<file path="src/rtl/sirq_pkg.sv">
package sirq_pkg;

  typedef enum logic {
    TRK_IDLE   = 1'b0,
    TRK_FRAMES = 1'b1
  } trk_state_t;

  // control register layout, msb first
  typedef struct packed {
    logic xpol;     // bit7: IRQx polarity
    logic mute;     // bit6: IRQ1/IRQ12 frames floated
    logic rx;       // bit5: obf1 routed to IRQx frame
    logic r12;      // bit4: obf0 routed to IRQ12 frame
    logic r1;       // bit3: obf0 routed to IRQ1 frame
    logic inhibit;  // bit2: hold clock-run low
    logic restart;  // bit1: clock restart requests allowed
    logic en;       // bit0: interface enable
  } ctl_t;

endpackage

</file>
<file path="src/rtl/sirq_ctl_reg.sv">
module sirq_ctl_reg
  import sirq_pkg::*;
(
  input  logic       clk,
  input  logic       rst,
  input  logic       we,
  input  logic [7:0] wdata,
  input  logic       obf0,
  input  logic       obf1,
  output ctl_t       ctl,
  output logic       req_any
);

  ctl_t ctl_q;

  always_ff @(posedge clk) begin
    if (rst)     ctl_q <= '0;
    else if (we) ctl_q <= ctl_t'(wdata);
  end

  assign ctl = ctl_q;

  // aggregate request used by quiet-mode start and clock restart
  assign req_any = ((ctl_q.r1 | ctl_q.r12) & obf0 & ~ctl_q.mute) | (ctl_q.rx & obf1);

  AST_REG_CLEARS: assert property (@(posedge clk) rst |=> (ctl_q == '0));

endmodule

</file>
<file path="src/rtl/sirq_frame_track.sv">
module sirq_frame_track
  import sirq_pkg::*;
#(
  parameter int FRM_W     = 5,
  parameter int CNT_W     = 4,
  parameter int START_MIN = 4,
  parameter int START_MAX = 8,
  parameter int STOP_QUIET = 2
) (
  input  logic             clk,
  input  logic             rst,
  input  logic             en,
  input  logic             line_in,
  input  logic             req_any,
  output logic             in_frames,
  output logic [FRM_W-1:0] frm,
  output logic [1:0]       ph,
  output logic             kick
);

  localparam logic [CNT_W-1:0] RUN_MIN  = CNT_W'(START_MIN);
  localparam logic [CNT_W-1:0] RUN_MAX  = CNT_W'(START_MAX);
  localparam logic [CNT_W-1:0] RUN_QT   = CNT_W'(STOP_QUIET);
  localparam logic [FRM_W-1:0] FRM_LAST = '1;

  trk_state_t       st_q;
  logic [FRM_W-1:0] frm_q;
  logic [1:0]       ph_q;
  logic [CNT_W-1:0] low_q;
  logic             quiet_q;
  logic             req_q;
  logic [CNT_W-1:0] low_inc;

  assign low_inc = (low_q == '1) ? low_q : low_q + 1'b1;

  always_ff @(posedge clk) begin
    if (rst) begin
      st_q    <= TRK_IDLE;
      frm_q   <= '0;
      ph_q    <= '0;
      low_q   <= '0;
      quiet_q <= 1'b0;
      req_q   <= 1'b0;
    end else if (!en) begin
      st_q  <= TRK_IDLE;
      frm_q <= '0;
      ph_q  <= '0;
      low_q <= '0;
      req_q <= 1'b0;
    end else begin
      req_q <= req_any;
      case (st_q)
        TRK_IDLE: begin
          if (!line_in) begin
            low_q <= low_inc;
          end else begin
            if (low_q >= RUN_MIN && low_q <= RUN_MAX) begin
              st_q  <= TRK_FRAMES;
              frm_q <= '0;
              ph_q  <= '0;
            end
            low_q <= '0;
          end
        end
        TRK_FRAMES: begin
          if (ph_q == 2'd2) begin
            ph_q <= '0;
            if (frm_q != FRM_LAST) frm_q <= frm_q + 1'b1;
          end else begin
            ph_q <= ph_q + 1'b1;
          end
          if (!line_in) begin
            low_q <= low_inc;
          end else begin
            if (low_q >= RUN_QT) begin
              st_q    <= TRK_IDLE;
              quiet_q <= (low_q == RUN_QT);
            end
            low_q <= '0;
          end
        end
        default: st_q <= TRK_IDLE;
      endcase
    end
  end

  assign in_frames = (st_q == TRK_FRAMES);
  assign frm       = frm_q;
  assign ph        = ph_q;
  assign kick      = en & (st_q == TRK_IDLE) & quiet_q & req_any & ~req_q & line_in & (low_q == '0);

  AST_START_RUN_LEGAL: assert property (@(posedge clk) disable iff (rst)
    (st_q == TRK_FRAMES && $past(st_q) == TRK_IDLE) |-> ($past(low_q) >= RUN_MIN && $past(low_q) <= RUN_MAX));

  AST_STOP_ENDS_FRAMES: assert property (@(posedge clk) disable iff (rst)
    (en && st_q == TRK_FRAMES && line_in && low_q >= RUN_QT) |=> (st_q == TRK_IDLE));

  AST_OFF_IDLE: assert property (@(posedge clk) disable iff (rst)
    !en |=> (st_q == TRK_IDLE));

endmodule

</file>
<file path="src/rtl/sirq_slot_drive.sv">
module sirq_slot_drive #(
  parameter int FRM_W  = 5,
  parameter int SLOT_W = 4,
  parameter int IRQ_A  = 1,
  parameter int IRQ_B  = 12
) (
  input  logic              clk,
  input  logic              rst,
  input  logic              en,
  input  logic              mute,
  input  logic              r1,
  input  logic              r12,
  input  logic              rx,
  input  logic              xpol,
  input  logic              obf0,
  input  logic              obf1,
  input  logic [SLOT_W-1:0] xslot,
  input  logic              in_frames,
  input  logic [FRM_W-1:0]  frm,
  input  logic [1:0]        ph,
  input  logic              kick,
  output logic              sirq_oe,
  output logic              sirq_out
);

  localparam logic [FRM_W-1:0] SLOT_A = FRM_W'(IRQ_A);
  localparam logic [FRM_W-1:0] SLOT_B = FRM_W'(IRQ_B);

  logic is_a, is_b, is_x, xreq, want;
  logic oe_q, out_q, lh_q;

  assign is_a = (frm == SLOT_A);
  assign is_b = (frm == SLOT_B);
  assign is_x = (frm == FRM_W'(xslot));
  assign xreq = rx & obf1;
  assign want = (is_a & ~mute & r1 & obf0) |
                (is_b & ~mute & r12 & obf0) |
                (is_x & (xpol ? xreq : ~xreq));

  always_ff @(posedge clk) begin
    if (rst || !en) begin
      oe_q  <= 1'b0;
      out_q <= 1'b1;
      lh_q  <= 1'b0;
    end else if (kick) begin
      oe_q  <= 1'b1;
      out_q <= 1'b0;
    end else if (in_frames) begin
      case (ph)
        2'd0: begin
          oe_q  <= want;
          out_q <= 1'b0;
          lh_q  <= want;
        end
        2'd1: begin
          oe_q  <= lh_q;
          out_q <= 1'b1;
        end
        default: begin
          oe_q  <= 1'b0;
          out_q <= 1'b1;
        end
      endcase
    end else begin
      oe_q  <= 1'b0;
      out_q <= 1'b1;
    end
  end

  assign sirq_oe  = oe_q;
  assign sirq_out = out_q;

  AST_HIGH_AFTER_LOW: assert property (@(posedge clk) disable iff (rst)
    (oe_q && out_q) |-> $past(oe_q && !out_q));

  AST_HIGH_THEN_RELEASE: assert property (@(posedge clk) disable iff (rst)
    (oe_q && out_q) |=> !oe_q);

  AST_MUTED_FRAMES: assert property (@(posedge clk) disable iff (rst)
    (in_frames && !kick && ph == 2'd0 && mute && (is_a || is_b) && !is_x) |=> !oe_q);

  AST_OFF_NO_DRIVE: assert property (@(posedge clk) disable iff (rst)
    !en |=> !oe_q);

endmodule

</file>
<file path="src/rtl/sirq_clkrun.sv">
module sirq_clkrun (
  input  logic clk,
  input  logic rst,
  input  logic en,
  input  logic restart,
  input  logic inhibit,
  input  logic req_any,
  input  logic clkrun_in,
  output logic clkrun_oe
);

  logic pull_q;

  // once pulling for restart, own low level must not release the pull
  always_ff @(posedge clk) begin
    if (rst) pull_q <= 1'b0;
    else     pull_q <= en & (inhibit | (restart & req_any & (clkrun_in | pull_q)));
  end

  assign clkrun_oe = pull_q;

  AST_INHIBIT_PULLS: assert property (@(posedge clk) disable iff (rst)
    (en && inhibit) |=> clkrun_oe);

  AST_NO_CAUSE_NO_PULL: assert property (@(posedge clk) disable iff (rst)
    (!inhibit && !req_any) |=> !clkrun_oe);

  AST_CLKRUN_OFF: assert property (@(posedge clk) disable iff (rst)
    !en |=> !clkrun_oe);

endmodule

</file>
<file path="src/rtl/sirq_slave.sv">
module sirq_slave
  import sirq_pkg::*;
#(
  parameter int FRM_W     = 5,
  parameter int SLOT_W    = 4,
  parameter int CNT_W     = 4,
  parameter int START_MIN = 4,
  parameter int START_MAX = 8,
  parameter int IRQ_A     = 1,
  parameter int IRQ_B     = 12
) (
  input  logic              clk,
  input  logic              rst,
  input  logic              cfg_we,
  input  logic [7:0]        cfg_wdata,
  input  logic              obf0,
  input  logic              obf1,
  input  logic [SLOT_W-1:0] xslot,
  input  logic              sirq_in,
  output logic              sirq_oe,
  output logic              sirq_out,
  input  logic              clkrun_in,
  output logic              clkrun_oe
);

  ctl_t             ctl;
  logic             req_any;
  logic             in_frames;
  logic [FRM_W-1:0] frm;
  logic [1:0]       ph;
  logic             kick;

  sirq_ctl_reg u_ctl (
    .clk     (clk),
    .rst     (rst),
    .we      (cfg_we),
    .wdata   (cfg_wdata),
    .obf0    (obf0),
    .obf1    (obf1),
    .ctl     (ctl),
    .req_any (req_any)
  );

  sirq_frame_track #(
    .FRM_W     (FRM_W),
    .CNT_W     (CNT_W),
    .START_MIN (START_MIN),
    .START_MAX (START_MAX),
    .STOP_QUIET(2)
  ) u_track (
    .clk       (clk),
    .rst       (rst),
    .en        (ctl.en),
    .line_in   (sirq_in),
    .req_any   (req_any),
    .in_frames (in_frames),
    .frm       (frm),
    .ph        (ph),
    .kick      (kick)
  );

  sirq_slot_drive #(
    .FRM_W  (FRM_W),
    .SLOT_W (SLOT_W),
    .IRQ_A  (IRQ_A),
    .IRQ_B  (IRQ_B)
  ) u_drive (
    .clk       (clk),
    .rst       (rst),
    .en        (ctl.en),
    .mute      (ctl.mute),
    .r1        (ctl.r1),
    .r12       (ctl.r12),
    .rx        (ctl.rx),
    .xpol      (ctl.xpol),
    .obf0      (obf0),
    .obf1      (obf1),
    .xslot     (xslot),
    .in_frames (in_frames),
    .frm       (frm),
    .ph        (ph),
    .kick      (kick),
    .sirq_oe   (sirq_oe),
    .sirq_out  (sirq_out)
  );

  sirq_clkrun u_clkrun (
    .clk       (clk),
    .rst       (rst),
    .en        (ctl.en),
    .restart   (ctl.restart),
    .inhibit   (ctl.inhibit),
    .req_any   (req_any),
    .clkrun_in (clkrun_in),
    .clkrun_oe (clkrun_oe)
  );

endmodule

</file>
<file path="config.mk">
export PLATFORM = sky130hd
export DESIGN_NAME = sirq_slave
export DESIGN_NICKNAME = d
export VERILOG_FILES = /design/src/rtl/sirq_pkg.sv /design/src/rtl/sirq_ctl_reg.sv /design/src/rtl/sirq_frame_track.sv /design/src/rtl/sirq_slot_drive.sv /design/src/rtl/sirq_clkrun.sv /design/src/rtl/sirq_slave.sv
export SDC_FILE = /design/constraint.sdc
export NUM_CORES = 1
export LEC_CHECK = 0
export ABC_CLOCK_PERIOD_IN_PS = 1900
export CORE_UTILIZATION = 31
export CTS_BUF_LIST = sky130_fd_sc_hd__clkbuf_4 sky130_fd_sc_hd__clkbuf_8
export DETAILED_ROUTE_END_ITERATION = 8
export DONT_BUFFER_PORTS = 1
export PLACE_DENSITY = 0.55
export SLEW_MARGIN = 40
export SYNTH_ARGS = -nofsm -noshare
export SYNTH_HDL_FRONTEND = slang
export SYNTH_SLANG_ARGS = --single-unit
</file>
<file path="constraint.sdc">
create_clock -name clk -period 1.9 [get_ports clk]
set_input_delay 0.19 -clock clk [delete_from_list [all_inputs] [get_ports clk]]
set_output_delay 0.19 -clock clk [all_outputs]
set_load 0.01 [all_outputs]
</file>
==> results of run 1 <==
## kinds of logic after synthesis
group,after synthesis
buffers and inverters,9
adders and majority gates,7
xor gates and xnor gates,8
DFF,26
muxes,10
AOI/OAI and AO/OA,22
and+or+nand+nor,58
## final timing paths
kind | from | endpoint | slack [ns]
hold / removal | sirq_in | u_track.in_frames | 0.02
setup / recovery | u_track.frm[0] | u_track.frm[3] | 0.16
setup reg to reg | u_track.frm[0] | u_track.frm[3] | 0.16
hold reg to reg | u_ctl.ctl[2] | u_clkrun.clkrun_oe | 0.48
## power by group
group | switching [mW] | total [mW] | leakage [nW] | internal, mW
Combinational | 0.0252 | 0.0487 | 0.302 | 0.0235
Sequential | 0.00789 | 0.564 | 0.211 | 0.556
Clock | 0.185 | 0.467 | 0.0357 | 0.282
Total | 0.218 | 1.08 | 0.548 | 0.861
## stage by stage
step | hold WS [ns] | setup WS, ns | cell area [sq um] | util
2_1_floorplan | 0.2674 | 0.2081 | 1341 | -
3_5_place_dp | 0.2673 | 0.1686 | 1378 | 0.3371
3_3_place_gp | 0.2648 | 0.2075 | 1378 | 0.3371
4_1_cts | 0.02081 | 0.1460 | 1469 | 0.3595
5_1_grt | 0.02755 | 0.003288 | 1473 | 0.3604
6_report | 0.02342 | 0.1577 | 1473 | 0.3604
## routing by layer
metal  share of wire  wire length (microns)  track usage  vias up
li1                -                      -            -      503
met1            0.51                   1285       0.1474      460
met2            0.45                   1149       0.1881       11
met3           0.039                     99      0.03547        2
met4          0.0039                     10      0.02344        0
met5               0                      0            0        -
## area by class of cell
| type | instances | area [sq um] |
|---|---|---|
| well taps | 50 | 62.56 |
| multi-input cells | 105 | 775.7 |
| clock buffers | 3 | 41.29 |
| repair buffers | 3 | 27.53 |
| inverters | 4 | 15.01 |
| clock inverters | 1 | 30.03 |
| flip-flops and latches | 26 | 520.5 |
| fillers | 434 | 2614 |
## timing repair
action | 4_1_cts | 5_1_grt
hold endpoints to repair | 13 | 0
resized for setup | 0 | 1
hold buffers | 2 | 0
setup endpoints to repair | 0 | 1
## state kept, by name, summed over array words and instances (netlist names)
| signal | flops |
|---|---|
| u_clkrun.clkrun_oe | 1 |
| u_track.low_q | 4 |
| u_drive.sirq_out | 1 |
| u_track.ph | 2 |
| u_track.req_q | 1 |
| u_ctl.ctl | 8 |
| u_drive.sirq_oe | 1 |
| u_track.in_frames | 1 |
| u_drive.lh_q | 1 |
| u_track.frm | 5 |
| u_track.quiet_q | 1 |
## worst register-to-register path: cells and delay by family, from the launching register on
kind	cells	cell delay (ns)
adders and majority gates	2	0.40
xor gates and xnor gates	1	0.16
and+or+nand+nor	4	0.76
DFF	1	0.37
## cells in the mapped netlist (2+ instances only)
cell type	count	area [sq um]
sky130_fd_sc_hd__nand2b_1	2	12.51
sky130_fd_sc_hd__a21oi_1	7	35.03
sky130_fd_sc_hd__xor2_1	7	61.31
sky130_fd_sc_hd__nand2_1	9	33.78
sky130_fd_sc_hd__nor3_1	3	15.01
sky130_fd_sc_hd__nand3_1	3	15.01
sky130_fd_sc_hd__clkbuf_1	2	7.510
sky130_fd_sc_hd__nand3b_1	2	15.01
sky130_fd_sc_hd__mux2i_1	10	100.1
sky130_fd_sc_hd__nor3b_1	2	15.01
sky130_fd_sc_hd__o21ai_0	2	10.01
sky130_fd_sc_hd__o21ai_1	2	10.01
sky130_fd_sc_hd__nor4_1	2	12.51
sky130_fd_sc_hd__inv_1	4	15.01
sky130_fd_sc_hd__nand4_1	3	18.77
sky130_fd_sc_hd__ha_1	7	87.58
sky130_fd_sc_hd__dfxtp_1	26	520.5
sky130_fd_sc_hd__nor2b_1	2	12.51
sky130_fd_sc_hd__nor2_1	18	67.56
==> reports/qor.txt, run 1 <==
RUN STATUS
--------------------------------------------------------------------------------------
Result of the run ....................................................... finished clean

FLOORPLANNING
--------------------------------------------------------------------------------------
Core region area ........................................................   4086 sq um
Vertical die dimension .................................................. 67.78 microns
Area enclosed by the die boundary .......................................   4593 sq um
Boundary pin count ......................................................           22
Die width ............................................................... 67.78 microns
Std cell rows ...........................................................           23
Initial Util ............................................................       0.3282

JOB
--------------------------------------------------------------------------------------
Max capacitance violation total .........................................            0

PLACED DESIGN
--------------------------------------------------------------------------------------
Placed instance count ...................................................          186
Buffers on Ports ........................................................            0
Weighted congestion reported at the end of routability-driven placement .       0.7376
DPL Wire Length ......................................................... 1913 microns

FINISH
--------------------------------------------------------------------------------------
Inserted Diodes .........................................................            0
Synth-to-Final Area Change ..............................................       9.795%
NumNets Final ...........................................................          169
Most frequent standard cell in the layout excluding fill and tap cells .. sky130_fd_sc_hd__dfxtp_1
Highest-count cells in the layout ignoring fill and taps ................ 26 x sky130_fd_sc_hd__dfxtp_1, 18 x sky130_fd_sc_hd__nor2_1, 10 x sky130_fd_sc_hd__mux2i_1
Fraction of layout instances using a drive strength above 1 .............      0.09859
Non-Filler Instances ....................................................          192

CLOCK NETWORK
--------------------------------------------------------------------------------------
Number of buffers on the longest clock path .............................            2
Buffer type at the clock tree root ...................................... sky130_fd_sc_hd__clkbuf_8
TritonCTS buffer count ..................................................            3
CTS H-tree depth ........................................................            1
CTS tree ................................................................        built
Skew-Pair Late Insertion Delay ..........................................      0.28 ns
Sinks on Clock Net ......................................................           26
Clock-pin slew of the registers on the worst-case setup and hold paths ..      0.10 ns
Number of post-CTS setup repair buffers .................................            0

STA
--------------------------------------------------------------------------------------
Fraction of the cycle the final worst path needs ........................       0.9170
Transition at the pin with the smallest max-transition slack ............    0.4814 ns
Final worst path period need ............................................     1.742 ns
Count of final hold-check violations ....................................            0
Clock Skews .............................................................   0.01213 ns
Unrepaired setup endpoints after global routing .........................        false
Upper clock frequency limit .............................................   0.5740 GHz
Worst max-slew margin expressed relative to the limit ...................       0.6757
Final number of setup-violating endpoints ...............................            0
Slew Limit Fails ........................................................            0
Post-Route Setup TNS ....................................................         0 ns

DETAILED ROUTING
--------------------------------------------------------------------------------------
Total Routed Length ..................................................... 2544 microns
Average via count per standard cell .....................................        5.083
DR WL/cell .............................................................. 13.25 microns
Total via count in the routed design ....................................          976
DRC errors left .........................................................            0
Initial DRT Pass Iterations .............................................            4
Initial detailed-routing violation count ................................           42
Remaining number of nets flagged by the antenna check after routing .....            0

SYNTH
--------------------------------------------------------------------------------------
Main synth FF type ...................................................... sky130_fd_sc_hd__dfxtp_1
Simple-gate portion of the synthesized area .............................       0.2575
Number of synthesized register bits .....................................           26
Net count of the mapped netlist .........................................          166
Synthesized area per cell ...............................................  9.581 sq um
Share of flip-flops with an asynchronous set or reset ...................            0
Compound-cell area share of the yosys netlist ...........................       0.1259
Sequential-to-total area share from yosys stat ..........................       0.3881
Adder-cell share of the synthesized area ................................      0.06530
Combined area of all synthesized cells ..................................   1341 sq um
Mux share of post-synthesis cell area ...................................      0.07463
Synthesized netlist cell count ..........................................          140
XOR/XNOR share of the synthesized area ..................................      0.05224
Distinct cell type count of the synthesized netlist .....................           46
Largest family of logic cells by synthesized area ....................... simple AND/OR/NAND/NOR gates
Yosys synthesis warning count ...........................................            0
Count of flip-flops with a built-in enable after synthesis ..............            0

POWER AND IR DROP
--------------------------------------------------------------------------------------
Total power after layout ................................................     1.080 mW
Total leakage power .....................................................    0.5483 nW
Peak ir drop on the vdd network .........................................  0.0003913 V
Power density over the cells ............................................ 733.2 nW/um^2

CRITICAL PATH
--------------------------------------------------------------------------------------
Worst r2r path cells ....................................................            7
Kind of end point of the critical path ..................................     register
WP depth ................................................................            7
Chain of cells forming the critical path ................................ ha_1, and3_1, ha_1, and4bb_4, nand4_1, xor2_1, nor2_1
Worst path bufs/invs ....................................................            0
Slowest CP cell ......................................................... sky130_fd_sc_hd__and4bb_4
Data arrival time at the worst-slack endpoint ...........................      1.97 ns
Kind of cell with the highest combined delay on the critical path ....... simple AND/OR/NAND/NOR gates
Type of element launching the critical path .............................     register
Largest fanout on the critical path .....................................            8
Worst endpoint required time ............................................      2.12 ns
Cell type with the highest occurrence count on the critical path ........ sky130_fd_sc_hd__ha_1
Delay contributed by the slowest stage of the critical path .............      0.38 ns
Type of the setup path with the least slack ............................. register to register

GLOBAL ROUTING
--------------------------------------------------------------------------------------
Largest net degree at the start of global routing .......................           16
Number of antenna violations at the first check in global routing .......            0
Total GRT Usage .........................................................       0.1148
Overall overflow remaining after global route ...........................            0
Vias in the first global route ..........................................          879
First-pass GRT wire length .............................................. 3995 microns

HOLD PATH
--------------------------------------------------------------------------------------
Hold/Removal Path Class ................................................. primary input to register
Number of cells on the worst hold path ..................................            1

Note: power is estimated with default switching activity, not from simulation.
==> run 2, diff against run 1 <==
--- a/config.mk
+++ b/config.mk
@@ -14,4 +14,5 @@
 export SLEW_MARGIN = 40
 export SYNTH_ARGS = -nofsm -noshare
 export SYNTH_HDL_FRONTEND = slang
+export SYNTH_HIERARCHICAL = 1
 export SYNTH_SLANG_ARGS = --single-unit
==> run 2 against run 1 <==
Effect of this change: register-to-register slack worse by 0.06 ns; via count is 6.1% higher; clock skew is 0.0015 ns higher; total power is 0.11% higher; clock power is 2% lower; die area is 0.28% higher; first-iteration DRC count is 71% higher; synthesized cell count is 1.4% higher; critical path type unchanged; critical endpoint is now u_track/frm[3].
==> reports/qor.txt, run 2 <==
RUN STATUS
--------------------------------------------------------------------------------------
Result of the run ....................................................... finished clean

STA
--------------------------------------------------------------------------------------
Final worst path period need ............................................     1.800 ns   +0.05756 ns
Unrepaired setup endpoints after global routing .........................        false
Transition at the pin with the smallest max-transition slack ............    0.5912 ns   +0.1097 ns
Fraction of the cycle the final worst path needs ........................       0.9473   +0.03029
Crit path setup slack, layout ...........................................    0.1001 ns   -0.05756 ns
Count of final hold-check violations ....................................            0   unchanged
Worst hold slack across all endpoints ...................................   0.05953 ns   +0.03610 ns
Slew Limit Fails ........................................................            0   unchanged
Post-Route Setup TNS ....................................................         0 ns   unchanged
Clock Skews .............................................................   0.01360 ns   +0.001472 ns
Worst max-slew margin expressed relative to the limit ...................       0.6051   -0.07057
Upper clock frequency limit .............................................   0.5556 GHz   -3.2%
Final number of setup-violating endpoints ...............................            0   unchanged

CLOCK NETWORK
--------------------------------------------------------------------------------------
TritonCTS buffer count ..................................................            3   unchanged
Number of buffers on the longest clock path .............................            2   unchanged
CTS H-tree depth ........................................................            1   unchanged
Buffer type at the clock tree root ...................................... sky130_fd_sc_hd__clkbuf_8
CTS tree ................................................................        built
Sinks on Clock Net ......................................................           26   unchanged
Number of gates given a new drive strength after cts ....................            0   unchanged
Clock-pin slew of the registers on the worst-case setup and hold paths ..      0.10 ns   about the same
Skew-Pair Late Insertion Delay ..........................................      0.28 ns   about the same
Number of post-CTS setup repair buffers .................................            0   unchanged

DETAILED ROUTING
--------------------------------------------------------------------------------------
Total Routed Length ..................................................... 2705 microns   +6.3%
Initial detailed-routing violation count ................................           72   +71%
Remaining number of nets flagged by the antenna check after routing .....            0   unchanged
Total via count in the routed design ....................................         1036   +6.1%
Initial DRT Pass Iterations .............................................            4   unchanged
DR WL/cell .............................................................. 13.73 microns   +3.6%
DRC errors left .........................................................            0   unchanged
Average via count per standard cell .....................................        5.259   +3.5%

SYNTH
--------------------------------------------------------------------------------------
Synthesized netlist cell count ..........................................          142   +1.4%
Commonest cells in the netlist .......................................... 26 x sky130_fd_sc_hd__dfxtp_1, 10 x sky130_fd_sc_hd__mux2i_1, 10 x sky130_fd_sc_hd__nor2_1
Main synth FF type ...................................................... sky130_fd_sc_hd__dfxtp_1
Net count of the mapped netlist .........................................          165   -0.60%
Top post-synthesis cells by area ........................................ sky130_fd_sc_hd__dfxtp_1 39%, sky130_fd_sc_hd__mux2i_1 7.4%, sky130_fd_sc_hd__ha_1 3.7%
Library cell with the largest summed area after synthesis ............... sky130_fd_sc_hd__dfxtp_1
Combined area of all synthesized cells ..................................   1345 sq um   +0.28%
Yosys synthesis warning count ...........................................            6   +6
Count of flip-flops with a built-in enable after synthesis ..............            0   unchanged
Synthesized area per cell ...............................................  9.472 sq um   -1.1%
Sequential-to-total area share from yosys stat ..........................       0.3870   -0.001083
Leading cell type by number of instances after synthesis ................ sky130_fd_sc_hd__dfxtp_1
Share of flip-flops with an asynchronous set or reset ...................            0   unchanged
Number of synthesized register bits .....................................           26   unchanged
Fraction of synthesized cell area taken by the top area cell type .......       0.3870   -0.001083
Distinct cell type count of the synthesized netlist .....................           47   +2.2%

FINISH
--------------------------------------------------------------------------------------
Synth-to-Final Area Change ..............................................       11.44%
Final core utilization ..................................................       0.3668   +0.006430
Fraction of layout instances using a drive strength above 1 .............       0.1361   +0.03746
Number of flip-flops under the largest register name ....................            8   unchanged
Most frequent standard cell in the layout excluding fill and tap cells .. sky130_fd_sc_hd__dfxtp_1
NumNets Final ...........................................................          171   +1.2%
Highest-count cells in the layout ignoring fill and taps ................ 26 x sky130_fd_sc_hd__dfxtp_1, 10 x sky130_fd_sc_hd__nor2_1, 10 x sky130_fd_sc_hd__mux2i_1
Post-layout instance area ...............................................   1499 sq um   +1.8%
Inserted Diodes .........................................................            0   unchanged

GLOBAL ROUTING
--------------------------------------------------------------------------------------
Overall overflow remaining after global route ...........................            0   unchanged
Total GRT Usage .........................................................       0.1302   +0.01537
Vias in the first global route ..........................................          994   +13%
Largest net degree at the start of global routing .......................           16   unchanged
Number of antenna violations at the first check in global routing .......            0   unchanged
First-pass GRT wire length .............................................. 4554 microns   +14%

PLACED DESIGN
--------------------------------------------------------------------------------------
DPL Wire Length ......................................................... 1986 microns   +3.8%
Cell area after placement ...............................................   1408 sq um   +2.2%
Pre-CTS WS ..............................................................    0.1384 ns   -0.03017 ns
Weighted congestion reported at the end of routability-driven placement .       0.8229   +12%
Buffers on Ports ........................................................            0   unchanged

CRITICAL PATH
--------------------------------------------------------------------------------------
Type of element launching the critical path .............................     register
Data arrival time at the worst-slack endpoint ...........................      2.00 ns   +0.03 ns
Largest fanout on the critical path .....................................            6   -2
Type of the setup path with the least slack ............................. register to register
Worst endpoint required time ............................................      2.10 ns   -0.02 ns
Kind of end point of the critical path ..................................     register

FLOORPLANNING
--------------------------------------------------------------------------------------
Boundary pin count ......................................................           22   unchanged
Die width ............................................................... 67.87 microns   +0.14%
Area enclosed by the die boundary .......................................   4606 sq um   +0.28%
Core region area ........................................................   4086 sq um   unchanged
Initial Util ............................................................       0.3291   +0.0009187
Vertical die dimension .................................................. 67.87 microns   +0.14%
Std cell rows ...........................................................           23   unchanged

POWER AND IR DROP
--------------------------------------------------------------------------------------
Power density over the cells ............................................ 721.1 nW/um^2   -1.6%
Peak ir drop on the vdd network .........................................  0.0003306 V   -16%
Total leakage power .....................................................    0.5666 nW   +3.3%

JOB
--------------------------------------------------------------------------------------
Max capacitance violation total .........................................            0   unchanged

HOLD PATH
--------------------------------------------------------------------------------------
Hold/Removal Path Class ................................................. primary input to register

-- run 2: cell types whose count changed in the layout (fill, tap and decap cells not counted), sizes merged, moves of 2 or more --
cell and delta:
ha -3, nor3 +3, inv +3, xor2 -3, nor3b -2, nand3 +5
nor2b +2, buf +3, nand2b +5, nand2 -5, nor2 -8, o41ai +3
o21ai +4
-- run 2: repair_timing --
action	4_1_cts	5_1_grt
hold endpoints to repair	13	0
endpoints found under the setup margin	0	0
hold buffers	2	0
-- run 2: final timing paths --
| kind | end | slack (ns) | cells after the start | from |
|---|---|---|---|---|
| worst max register to register | u_track/frm[3] | 0.10 | 6 | u_track/frm[1] |
| worst max-delay path | u_track/frm[3] | 0.10 | 6 | u_track/frm[1] |
| worst min-delay path | u_ctl/ctl[4] | 0.06 | 2 | cfg_wdata[4] |
| worst min register to register | u_clkrun/clkrun_oe | 0.46 | 2 | u_ctl/ctl[2] |
-- run 2: kinds of logic after synthesis --
family,count (synthesis),share of synthesized area
AOI/OAI and AO/OA,29,0.1730
adders and majority gates,4,0.03721
buffers and inverters,12,0.04186
and+or+nand+nor,56,0.2540
xor gates and xnor gates,5,0.03256
DFF,26,0.3870
muxes,10,0.07442
-- run 2: per-layer routing --
metal | part of all wire | track usage | wire length, microns | vias up
met5 | 0 | 0 | 0 | -
li1 | - | - | - | 533
met1 | 0.48 | 0.1692 | 1299 | 483
met2 | 0.47 | 0.2141 | 1267 | 16
met3 | 0.043 | 0.03333 | 116 | 4
met4 | 0.0081 | 0.03125 | 22 | 0
-- run 2: report_power, final --
part	leakage, nW	switching [mW]	internal [mW]
Clock	0.0357	0.177	0.282
Combinational	0.320	0.0271	0.0290
Sequential	0.211	0.00964	0.556
Total	0.567	0.214	0.867
-- run 2: per-stage QoR --
step,cells,total power [mW]
floorplan,142,0.6230
global placement,191,0.6261
detailed placement,191,0.6279
CTS,197,1.102
global route,197,1.125
finish,197,1.081
-- run 2: cell type report --
type / count / area, sq um
Clock buffer: 3 / 41.29
Multi-Input combinational cell: 104 / 768.2
Clock inverter: 1 / 30.03
Tap cell: 50 / 62.56
Inverter: 7 / 26.28
Sequential cell: 26 / 520.5
Fill cell: 407 / 2587
Timing Repair Buffer: 6 / 50.05
-- run 2: worst max-delay path, cell delays in order (launching register included) --
cell and delay [ns]:
sky130_fd_sc_hd__dfxtp_1 0.37, sky130_fd_sc_hd__ha_1 0.22, sky130_fd_sc_hd__and3_1 0.19, sky130_fd_sc_hd__ha_1 0.19, sky130_fd_sc_hd__and4bb_4 0.36, sky130_fd_sc_hd__a41oi_1 0.14
sky130_fd_sc_hd__a311oi_2 0.25
==> run 3, diff against run 2 <==
--- a/config.mk
+++ b/config.mk
@@ -10,6 +10,7 @@
 export CTS_BUF_LIST = sky130_fd_sc_hd__clkbuf_4 sky130_fd_sc_hd__clkbuf_8
 export DETAILED_ROUTE_END_ITERATION = 8
 export DONT_BUFFER_PORTS = 1
+export HOLD_SLACK_MARGIN = 0.15
 export PLACE_DENSITY = 0.55
 export SLEW_MARGIN = 40
 export SYNTH_ARGS = -nofsm -noshare
==> run 3 against run 2 <==
Effect of this change: count of clock-buffer cells in the layout unchanged; final cell count increased by 8.1%; fmax about the same; via count increased by 8.1%; total power increased by 3.2%; die area unchanged; critical endpoint unchanged.
==> reports/qor.txt, run 3 (same netlist as run 2, synthesis figures left out) <==
RUN STATUS
--------------------------------------------------------------------------------------
Result of the run ....................................................... finished clean

STA
--------------------------------------------------------------------------------------
Clock Skews .............................................................   0.01401 ns   +0.0004051 ns
Worst hold slack across all endpoints ...................................    0.1820 ns   +0.1225 ns
Worst max-slew margin expressed relative to the limit ...................       0.6039   -0.001220
Transition at the pin with the smallest max-transition slack ............    0.5930 ns   +0.001826 ns
Slew Limit Fails ........................................................            0   unchanged
Unrepaired setup endpoints after global routing .........................        false
Fraction of the cycle the final worst path needs ........................       0.9473   about the same
Upper clock frequency limit .............................................   0.5556 GHz   about the same
Count of final hold-check violations ....................................            0   unchanged
Post-Route Setup TNS ....................................................         0 ns   unchanged
Final worst path period need ............................................     1.800 ns   +0.00001700 ns
Final number of setup-violating endpoints ...............................            0   unchanged

FINISH
--------------------------------------------------------------------------------------
NumNets Final ...........................................................          187   +9.4%
Most frequent standard cell in the layout excluding fill and tap cells .. sky130_fd_sc_hd__dfxtp_1
Highest-count cells in the layout ignoring fill and taps ................ 26 x sky130_fd_sc_hd__dfxtp_1, 18 x sky130_fd_sc_hd__dlygate4sd3_1, 10 x sky130_fd_sc_hd__nor2_1, 10 x sky130_fd_sc_hd__mux2i_1, 8 x sky130_fd_sc_hd__nand3_1
Number of flip-flops under the largest register name ....................            8   unchanged
Fraction of layout instances using a drive strength above 1 .............       0.1227   -0.01336
Inserted Diodes .........................................................            0   unchanged
Synth-to-Final Area Change ..............................................       23.35%

CLOCK NETWORK
--------------------------------------------------------------------------------------
CTS tree ................................................................        built
Sinks on Clock Net ......................................................           26   unchanged
Number of buffers on the longest clock path .............................            2   unchanged
TritonCTS buffer count ..................................................            3   unchanged
CTS H-tree depth ........................................................            1   unchanged
Number of post-CTS setup repair buffers .................................            0   unchanged
Skew-Pair Late Insertion Delay ..........................................      0.28 ns   about the same
Buffer type at the clock tree root ...................................... sky130_fd_sc_hd__clkbuf_8
Clock-pin slew of the registers on the worst-case setup and hold paths ..      0.10 ns   about the same

FLOORPLANNING
--------------------------------------------------------------------------------------
Core region area ........................................................   4086 sq um   unchanged
Area enclosed by the die boundary .......................................   4606 sq um   unchanged
Std cell rows ...........................................................           23   unchanged
Initial Util ............................................................       0.3291   unchanged
Vertical die dimension .................................................. 67.87 microns   unchanged
Boundary pin count ......................................................           22   unchanged
Die width ............................................................... 67.87 microns   unchanged

HOLD PATH
--------------------------------------------------------------------------------------
Hold/Removal Path Class ................................................. primary input to register

POWER AND IR DROP
--------------------------------------------------------------------------------------
Cell internal power dissipation .........................................    0.8935 mW   +3.1%
Power density over the cells ............................................ 672.1 nW/um^2   -6.8%
Peak ir drop on the vdd network .........................................  0.0003355 V   +1.5%
Sequential Power Share ..................................................        0.507   -0.016
Part of the power in combinational logic ................................        0.081   +0.029
Total leakage power .....................................................    0.6287 nW   +11%
Share of total power consumed by net switching ..........................       0.1988   +0.0006263
Part of the total power dissipated in the clock network .................        0.412   -0.013
Switching power .........................................................    0.2217 mW   +3.5%

PLACED DESIGN
--------------------------------------------------------------------------------------
Weighted congestion reported at the end of routability-driven placement .       0.8229   unchanged
DPL Wire Length ......................................................... 1986 microns   unchanged
Buffers on Ports ........................................................            0   unchanged

DETAILED ROUTING
--------------------------------------------------------------------------------------
Total Routed Length ..................................................... 2884 microns   +6.6%
Initial detailed-routing violation count ................................           76   +5.6%
DR WL/cell .............................................................. 13.54 microns   -1.4%
Length of routed wiring on met1 ......................................... 1377 microns   +6.0%
Initial DRT Pass Iterations .............................................            4   unchanged
Routed length on met3 ...................................................  115 microns   -0.86%
Met2 routed WL .......................................................... 1368 microns   +8.0%
Average via count per standard cell .....................................        5.258   about the same
Remaining number of nets flagged by the antenna check after routing .....            0   unchanged
DRC errors left .........................................................            0   unchanged
Total via count in the routed design ....................................         1120   +8.1%
Top routing layer used ..................................................         met4

JOB
--------------------------------------------------------------------------------------
Max capacitance violation total .........................................            0   unchanged

CRITICAL PATH
--------------------------------------------------------------------------------------
Largest fanout on the critical path .....................................            6   unchanged
Type of element launching the critical path .............................     register
Kind of end point of the critical path ..................................     register
Worst endpoint required time ............................................      2.10 ns   about the same
Data arrival time at the worst-slack endpoint ...........................      2.00 ns   about the same
Type of the setup path with the least slack ............................. register to register

GLOBAL ROUTING
--------------------------------------------------------------------------------------
Total GRT Usage .........................................................       0.1354   +0.005236
Number of antenna violations at the first check in global routing .......            0   unchanged
Overall overflow remaining after global route ...........................            0   unchanged
Largest net degree at the start of global routing .......................           16   unchanged
First-pass GRT wire length .............................................. 4712 microns   +3.5%
Vias in the first global route ..........................................         1049   +5.5%

-- run 3: cell types whose count changed in the layout (fill, tap and decap cells not counted), sizes merged --
cell	previous run	this run
dlygate4sd3	2	18
-- run 3: path summary, 6_finish.rpt --
path                  startpoint                 end  slack [ns]  depth (start not counted)
setup / recovery  u_track/frm[1]      u_track/frm[3]        0.10                          6
hold reg to reg     u_ctl/ctl[2]  u_clkrun/clkrun_oe        0.47                          2
setup reg to reg  u_track/frm[1]      u_track/frm[3]        0.10                          6
hold / removal           sirq_in     u_track/quiet_q        0.18                          2
-- run 3: cell type report --
class	count	area [sq um]
sequential	26	520.5
clock buffer	3	41.29
multi-input combinational	104	768.2
fill	396	2427
timing repair buffer	22	210.2
tap	50	62.56
clock inverter	1	30.03
inverter	7	26.28
-- run 3: timing repair --
item | in CTS | in global routing
hold endpoints to repair | 17 | 0
hold buffers | 18 | 0
gates resized for setup | 0 | 0
-- run 3: power by group through the flow --
| stage | Sequential (mW) | Clock, mW | Combinational, mW |
|---|---|---|---|
| 6_report | 0.565 | 0.459 | 0.0906 |
| 5_1_grt | 0.568 | 0.496 | 0.0977 |
| 4_1_cts | 0.566 | 0.480 | 0.0893 |
| 3_5_place_dp | 0.578 | 0 | 0.0496 |
| 3_3_place_gp | 0.578 | 0 | 0.0484 |
| 2_1_floorplan | 0.576 | 0 | 0.0475 |
-- run 3: layer usage --
metal,up-vias,GRT usage
met5,-,0
met4,0,0.03125
met3,4,0.03167
met2,18,0.2290
met1,532,0.1732
li1,566,-
-- run 3: critical path, stage by stage, from the launching register on --
cell and delay [ns]:
sky130_fd_sc_hd__dfxtp_1 0.37, sky130_fd_sc_hd__ha_1 0.22, sky130_fd_sc_hd__and3_1 0.19, sky130_fd_sc_hd__ha_1 0.19
sky130_fd_sc_hd__and4bb_4 0.36, sky130_fd_sc_hd__a41oi_1 0.14, sky130_fd_sc_hd__a311oi_2 0.25
-- run 3: metrics by stage --
step	cells	setup slack, ns	util	cell area, sq um	power, mW
after CTS	213	0.1019	0.4060	1659	1.135
after detailed placement	191	0.1384	0.3445	1408	0.6279
after floorplan	142	0.1990	-	1345	0.6230
after global placement	191	0.1693	0.3445	1408	0.6261
final	213	0.1001	0.4060	1659	1.115
after global routing	213	0.01604	0.4060	1659	1.161
